$ cat src/rtl/datu_pkg.sv
package datu_pkg;

  typedef enum logic [2:0] {
    FLT_NONE  = 3'd0,
    FLT_ALIGN = 3'd1,
    FLT_PAGE  = 3'd2,
    FLT_ACV   = 3'd3,
    FLT_PMISS = 3'd4,
    FLT_NMISS = 3'd5,
    FLT_MCHK  = 3'd6
  } fault_e;

  localparam int ST_W     = 6;
  localparam int ST_WR    = 0;
  localparam int ST_ACV   = 1;
  localparam int ST_FONR  = 2;
  localparam int ST_FONW  = 3;
  localparam int ST_MISS  = 4;
  localparam int ST_BADVA = 5;

  localparam int MODE_W = 2;
  localparam int NMODES = 1 << MODE_W;
  localparam logic [MODE_W-1:0] MODE_KERNEL = '0;

endpackage

$ cat src/rtl/datu_mode_sel.sv
module datu_mode_sel
  import datu_pkg::*;
(
  input  logic              pc_lsb,
  input  logic              use_alt,
  input  logic [MODE_W-1:0] cur_mode,
  input  logic [MODE_W-1:0] alt_mode,
  output logic [MODE_W-1:0] eff_mode
);

  // low PC bit marks privileged code: its accesses run as kernel unless
  // the request asks for the alternate mode
  always_comb begin
    if (!pc_lsb)      eff_mode = cur_mode;
    else if (use_alt) eff_mode = alt_mode;
    else              eff_mode = MODE_KERNEL;
  end

endmodule

$ cat src/rtl/datu_perm_chk.sv
module datu_perm_chk
  import datu_pkg::*;
(
  input  logic              is_store,
  input  logic [MODE_W-1:0] eff_mode,
  input  logic [NMODES-1:0] rd_en,
  input  logic [NMODES-1:0] wr_en,
  input  logic              fonr,
  input  logic              fonw,
  output fault_e            pfault,
  output logic [ST_W-1:0]   pstat
);

  logic granted;

  always_comb begin
    granted = is_store ? wr_en[eff_mode] : rd_en[eff_mode];
    pfault  = FLT_NONE;
    pstat   = '0;
    if (is_store) begin
      pstat[ST_WR] = 1'b1;
      if (!granted) begin
        pfault         = FLT_PAGE;
        pstat[ST_ACV]  = 1'b1;
        pstat[ST_FONW] = fonw;
      end else if (fonw) begin
        pfault         = FLT_PAGE;
        pstat[ST_FONW] = 1'b1;
      end else begin
        pstat = '0;
      end
    end else begin
      if (!granted) begin
        pfault         = FLT_ACV;
        pstat[ST_ACV]  = 1'b1;
        pstat[ST_FONR] = fonr;
      end else if (fonr) begin
        pfault         = FLT_PAGE;
        pstat[ST_FONR] = 1'b1;
      end
    end
  end

endmodule

$ cat src/rtl/datu_pa_fin.sv
module datu_pa_fin #(
  parameter int CHK_W  = 48,
  parameter int PA_W   = 44,
  parameter int CLR_LO = 35
) (
  input  logic [CHK_W-1:0] cand,
  output logic             mchk,
  output logic [PA_W-1:0]  pa,
  output logic             uc
);

  localparam int UC_BIT = PA_W - 1;

  logic [PA_W-1:0] keep;

  // bits between CLR_LO and the uncacheable bit are dropped on uncached accesses
  for (genvar g = 0; g < PA_W; g++) begin : g_keep
    assign keep[g] = (g >= CLR_LO && g < UC_BIT) ? 1'b0 : 1'b1;
  end

  assign mchk = |cand[CHK_W-1:PA_W];
  assign uc   = cand[UC_BIT];
  assign pa   = uc ? (cand[PA_W-1:0] & keep) : cand[PA_W-1:0];

endmodule

$ cat src/rtl/data_xlate.sv
module data_xlate
  import datu_pkg::*;
#(
  parameter int VA_W       = 48,
  parameter int PA_W       = 44,
  parameter int PAGE_SHIFT = 13,
  parameter int PPN_W      = 32,
  parameter int ASN_W      = 8,
  parameter int SZ_W       = 2,
  parameter int VALID_MSB  = 42,
  parameter int SP_HI      = 47,
  parameter int SP_LO      = 41,
  parameter int SP_TAG     = 126,
  parameter int SP_SIGN    = 40,
  parameter int CLR_LO     = 35
) (
  input  logic                       clk,
  input  logic                       rst_n,
  input  logic                       in_valid,
  output logic                       in_ready,
  input  logic [VA_W-1:0]            in_va,
  input  logic [SZ_W-1:0]            in_size_log2,
  input  logic                       in_store,
  input  logic                       in_phys,
  input  logic                       in_alt,
  input  logic                       in_pte,
  input  logic                       pc_lsb,
  input  logic [1:0]                 cur_mode,
  input  logic [1:0]                 alt_mode,
  input  logic [ASN_W-1:0]           asn,
  output logic                       tlb_req,
  output logic [VA_W-PAGE_SHIFT-1:0] tlb_vpn,
  output logic [ASN_W-1:0]           tlb_asn,
  input  logic                       tlb_hit,
  input  logic [PPN_W-1:0]           tlb_ppn,
  input  logic [3:0]                 tlb_rd_en,
  input  logic [3:0]                 tlb_wr_en,
  input  logic                       tlb_fonr,
  input  logic                       tlb_fonw,
  output logic                       out_valid,
  input  logic                       out_ready,
  output logic [PA_W-1:0]            out_pa,
  output logic                       out_uncached,
  output logic [2:0]                 out_fault,
  output logic [5:0]                 out_status
);

  localparam int FULL_W = PPN_W + PAGE_SHIFT;
  localparam int CHK_W  = (VA_W > FULL_W) ? VA_W : FULL_W;
  localparam int SP_W   = SP_HI - SP_LO + 1;

  logic [VA_W-1:0]      amask;
  logic                 misaligned, va_ok, is_sp;
  logic [PA_W-1:0]      sp_pa;
  logic [MODE_W-1:0]    eff_mode;
  fault_e               pfault;
  logic [ST_W-1:0]      pstat;
  logic [CHK_W-1:0]     cand;
  logic                 use_cand;
  logic                 fin_mchk, fin_uc;
  logic [PA_W-1:0]      fin_pa;
  fault_e               fault_c;
  logic [ST_W-1:0]      stat_c;
  logic [PA_W-1:0]      pa_c;
  logic                 uc_c;

  // request classification
  assign amask      = ({{(VA_W-1){1'b0}}, 1'b1} << in_size_log2) - 1'b1;
  assign misaligned = |(in_va & amask);
  assign va_ok      = (&in_va[VA_W-1:VALID_MSB]) | ~(|in_va[VA_W-1:VALID_MSB]);
  assign is_sp      = in_va[SP_HI:SP_LO] == SP_W'(SP_TAG);
  assign sp_pa      = {{(PA_W-SP_SIGN){in_va[SP_SIGN]}}, in_va[SP_SIGN-1:0]};

  // lookup port
  assign tlb_req = in_valid && !in_phys && !misaligned && va_ok && !is_sp;
  assign tlb_vpn = in_va[VA_W-1:PAGE_SHIFT];
  assign tlb_asn = asn;

  datu_mode_sel u_mode (
    .pc_lsb   (pc_lsb),
    .use_alt  (in_alt),
    .cur_mode (cur_mode),
    .alt_mode (alt_mode),
    .eff_mode (eff_mode)
  );

  datu_perm_chk u_perm (
    .is_store (in_store),
    .eff_mode (eff_mode),
    .rd_en    (tlb_rd_en),
    .wr_en    (tlb_wr_en),
    .fonr     (tlb_fonr),
    .fonw     (tlb_fonw),
    .pfault   (pfault),
    .pstat    (pstat)
  );

  datu_pa_fin #(.CHK_W(CHK_W), .PA_W(PA_W), .CLR_LO(CLR_LO)) u_fin (
    .cand (cand),
    .mchk (fin_mchk),
    .pa   (fin_pa),
    .uc   (fin_uc)
  );

  // fault priority chain: first matching check decides
  always_comb begin
    fault_c          = FLT_NONE;
    stat_c           = '0;
    stat_c[ST_WR]    = in_store;
    cand             = '0;
    use_cand         = 1'b0;
    pa_c             = '0;
    uc_c             = 1'b0;
    if (misaligned) begin
      fault_c = FLT_ALIGN;
    end else if (in_phys) begin
      cand     = CHK_W'(in_va);
      use_cand = 1'b1;
    end else if (!va_ok) begin
      fault_c          = FLT_PAGE;
      stat_c[ST_BADVA] = 1'b1;
      stat_c[ST_ACV]   = 1'b1;
    end else if (is_sp) begin
      if (cur_mode != MODE_KERNEL) begin
        fault_c        = FLT_ACV;
        stat_c[ST_ACV] = 1'b1;
      end else begin
        cand     = CHK_W'(sp_pa);
        use_cand = 1'b1;
      end
    end else if (!tlb_hit) begin
      fault_c         = in_pte ? FLT_PMISS : FLT_NMISS;
      stat_c[ST_MISS] = 1'b1;
    end else begin
      cand = CHK_W'({tlb_ppn, in_va[PAGE_SHIFT-1:0]});
      if (pfault != FLT_NONE) begin
        fault_c = pfault;
        stat_c  = pstat;
      end else begin
        use_cand = 1'b1;
      end
    end
    if (use_cand) begin
      if (fin_mchk) begin
        fault_c = FLT_MCHK;
        stat_c  = '0;
      end else begin
        stat_c = '0;
        pa_c   = fin_pa;
        uc_c   = fin_uc;
      end
    end
  end

  // output stage
  assign in_ready = !out_valid || out_ready;

  always_ff @(posedge clk) begin
    if (!rst_n) begin
      out_valid    <= 1'b0;
      out_pa       <= '0;
      out_uncached <= 1'b0;
      out_fault    <= FLT_NONE;
      out_status   <= '0;
    end else if (in_ready) begin
      out_valid <= in_valid;
      if (in_valid) begin
        out_pa       <= pa_c;
        out_uncached <= uc_c;
        out_fault    <= fault_c;
        out_status   <= stat_c;
      end
    end
  end

  // checks
  p_hold_r1: assert property (@(posedge clk) disable iff (!rst_n)
    out_valid && !out_ready |=> out_valid && $stable(out_pa) && $stable(out_fault)
      && $stable(out_status) && $stable(out_uncached));

  p_align_first_r2: assert property (@(posedge clk) disable iff (!rst_n)
    in_valid && in_ready && in_va[0] && (in_size_log2 != '0) |=> out_fault == FLT_ALIGN);

  p_miss_stat_r6: assert property (@(posedge clk) disable iff (!rst_n)
    out_valid && (out_fault == FLT_PMISS || out_fault == FLT_NMISS)
      |-> out_status[ST_MISS] && !out_status[ST_ACV]);

  p_phys_nolookup_r10: assert property (@(posedge clk) disable iff (!rst_n)
    in_valid && in_phys |-> !tlb_req);

  p_mchk_stat_r11: assert property (@(posedge clk) disable iff (!rst_n)
    out_valid && out_fault == FLT_MCHK |-> out_status == '0);

  p_fault_clean_r13: assert property (@(posedge clk) disable iff (!rst_n)
    out_valid && out_fault != FLT_NONE |-> out_pa == '0 && !out_uncached);

endmodule

$ cat config.mk
export PLATFORM = sky130hd
export DESIGN_NAME = data_xlate
export DESIGN_NICKNAME = d
export VERILOG_FILES = /design/src/rtl/datu_pkg.sv /design/src/rtl/datu_mode_sel.sv /design/src/rtl/datu_perm_chk.sv /design/src/rtl/datu_pa_fin.sv /design/src/rtl/data_xlate.sv
export SDC_FILE = /design/constraint.sdc
export NUM_CORES = 1
export LEC_CHECK = 0
export ABC_AREA = 1
export ABC_CLOCK_PERIOD_IN_PS = 3200
export BUFFER_PORTS_ARGS = -buffer_cell sky130_fd_sc_hd__buf_2
export CAP_MARGIN = 20
export CORE_UTILIZATION = 35
export CTS_CLUSTER_DIAMETER = 100
export CTS_CLUSTER_SIZE = 25
export DETAILED_ROUTE_END_ITERATION = 16
export GPL_TIMING_DRIVEN = 0
export PLACE_DENSITY = 0.66
export SYNTH_ARGS = -nofsm -noshare
export SYNTH_HDL_FRONTEND = slang
export SYNTH_SLANG_ARGS = --single-unit
export TNS_END_PERCENT = 5
$ cat constraint.sdc
create_clock -name clk -period 3.2 [get_ports clk]
set_clock_uncertainty 0.2 [all_clocks]
set_input_delay 0.16 -clock clk [delete_from_list [all_inputs] [get_ports clk]]
set_output_delay 0.16 -clock clk [all_outputs]
set_load 0.02 [all_outputs]
==> flow_metrics.tcl <==
set metrics [dict create \
    syn_to_final_growth_pct 37.9 \
    slowest_stage "dlygate4sd3_1" \
    path_common_cell "nor2_1" \
    crit_path_start_kind "primary input" \
    fp.dieArea_mm2 0.0113 \
    synthTopCellsByArea "dfxtp_1 (28%), nand2_1 (13%), nand4_1 (9.5%)" \
    row_count 37 \
    power.density_mw_per_mm2 294 \
    cts.sink_count 54 \
    syn_inst 591 \
    drive_gt1_share_pct 35.9 \
    async_flop_share_pct 0 \
    ys.flop_type "dfxtp_1" \
    irDropWorstVdd_uv 224 \
    hold_viol 0 \
    hp-class "in2reg" \
    relSlewSlack_pct 59.4 \
    ys_warn_count 0 \
    gr-total-overflow 0 \
    ys_seq_area_share_pct 28.4 \
    avgRoutedWirePerCell_um 14.4 \
    synthesis.nets 706 \
    end_kind "register" \
    synth_area_leader_cell "dfxtp_1" \
    htreeDepth 2 \
    timing.final.crit_share_pct 71.1 \
    setup_viol 0 \
    ff2ff_setup_slack_ns 1.25 \
    outcome "finished clean" \
    dpl_cell_area_mm2 0.00500 \
    grt_max_degree 19 \
    clockBufferDepth 2 \
    path_cells "dlygate4sd3_1 -> buf_2 -> nor2_1 -> nand2_1 -> nor2_1 -> nand2_1 -> nand2_1 -> nand2_2 -> nor2_4 -> nand2_1 -> clkinv_2 -> buf_6 -> nand3_1 -> nor2_1 -> nor2_1 -> nor2_1" \
    synth_edf_count 0 \
    design_area_mm2 0.00526 \
    finalCriticalPeriod_ns 2.28 \
    cp.required_ns 3.25 \
    rsz0062_at_grt "false" \
    n_fill_cell 1101 \
    antenna_found_initial 0 \
    synth.top_cell.area_share_pct 28.4 \
    cts_tree "done" \
    drtAntennaViolNets 0 \
    final_nets 933 \
    via_per_inst 5.11 \
    syn_area_per_cell_um2 6.45 \
    hold_depth 5 \
    setup_tns_ns 0 \
    synth.most_common_cell "nand2_1" \
    rr_worst_depth 6 \
    vias 4877 \
    die_h_um 106 \
    syn_area_mm2 0.00381 \
    routabilityCongestion 0.851 \
    insertion_delay_ns 0.31 \
    drv_slew 0 \
    cts_buffers 5 \
    initial_core_util_pct 36.4 \
    leakagePower_nw 2.48 \
    ctsRootBufferMaster "clkbuf_8" \
    worstPathMaxFanout 10 \
    fmax_mhz 439 \
    drt-pass1-iter-count 5 \
    synth_cell_type_count 32 \
    core_mm2 0.0105 \
    ys_seq_elements 54 \
    max_cap_viol_count 0 \
    max_stage_delay_ns 0.53 \
    routed_wl_um 13700 \
    grt_pass1_vias 4450 \
    io_pins 214 \
    max_slew.worst_pin.slew_ns 0.609 \
    post-dp-hpwl_um 10600 \
    synth_common_cells "nand2_1 (128), nand4_1 (58), nor2_1 (58)" \
    n_antenna_cell 0 \
    globalRouteTotalUtil_pct 23.8 \
    clk_pin_slew_ns 0.11 \
    die_x_um 106 \
    worstSetupPathType "in2reg" \
    drc 0 \
    grt_pass1_wl_um 21400 \
    portBuffers 204 \
    drtIter0Drc 234 \
    critical_path_arrival_ns 2.33 \
]
==> final cells by class <==
class,count,area [um2],area share [%]
Timing Repair Buffer,220,1180,22.5
Tap cell,136,170,3.24
Clock inverter,3,23.8,0.452
Inverter,39,153,2.90
Multi-Input combinational cell,410,2020,38.4
Sequential cell,54,1080,20.6
Clock buffer,5,68.8,1.31
Buffer,88,562,10.7
==> cells by family (layout without fill, tap and decap cells) <==
kind of cell               after synthesis  count (layout)  synth area share [%]
and+or+nand+nor                        316             316                  38.5
buffers and inverters                  127             355                  18.7
DFF                                     54              54                  28.4
adders and majority gates                1               1                 0.328
AOI/OAI and AO/OA                       93              93                  14.0
==> path summary, 6_finish.rpt <==
path / start / end
setup / recovery: in_va[7] / out_pa[41]
hold reg to reg: out_pa[30] / out_pa[30]
setup reg to reg: out_valid / out_pa[23]
hold / removal: tlb_fonr / out_status[2]
==> metrics by stage <==
stage | hold slack [ns] | utilization, % | setup WS [ns] | std cells | power (mW)
floorplan | 0.114 | - | 1.36 | 591 | 0.965
global placement | 0.237 | 47.8 | 1.10 | 931 | 1.13
finish | 0.0383 | 50.2 | 0.923 | 955 | 1.54
global route | 0.0824 | 50.2 | 0.703 | 955 | 1.63
CTS | 0.0391 | 50.2 | 0.932 | 955 | 1.55
detailed placement | 0.244 | 47.8 | 1.06 | 931 | 1.14
==> flip-flops by register name, indices dropped and copies added (netlist names) <==
| register | flops |
|---|---|
| out_fault | 3 |
| out_pa | 44 |
| out_status | 6 |
| out_valid | 1 |
==> cell usage in the layout (no fill, tap or decap), types with 2 or more instances in the layout <==
cell,count
nor2_1,58
o22ai_1,7
dlygate4sd3_1,16
nor2_4,2
nand3_1,53
o21ai_0,10
buf_2,218
clkinvlp_4,2
nand2_2,3
nor2_2,3
nand2_1,128
clkbuf_1,22
buf_4,47
a21oi_1,51
dfxtp_1,54
inv_2,3
nand4_1,58
nand3b_1,2
nor3_1,4
o211ai_1,21
buf_6,5
clkbuf_8,5
inv_1,34
==> worst max-delay path: cells and delay by family <==
| family | cells | cell delay (ns) |
|---|---|---|
| and+or+nand+nor | 12 | 1.21 |
| buffers and inverters | 4 | 0.97 |
==> what timing repair did <==
item / in CTS / in global routing
hold buffers: 16 / 0
gates resized for setup: 0 / 0
hold endpoints to repair: 17 / 0
setup buffers: 0 / 0
==> report_power, final <==
part           leakage, nW  total, mW  switching [mW]  internal, mW
sequential           0.436      0.683         0.00391         0.679
combinational         2.00      0.458           0.273         0.185
clock               0.0408      0.402           0.245         0.157
==> layer usage <==
layer	wire (um)	vias up	GRT usage, %
met2	6420	241	40.9
met3	1320	23	4.60
met5	0	-	0
met4	247	0	7.14
li1	-	2415	-
met1	5720	2198	30.0
(Power assumes the default switching activity.)
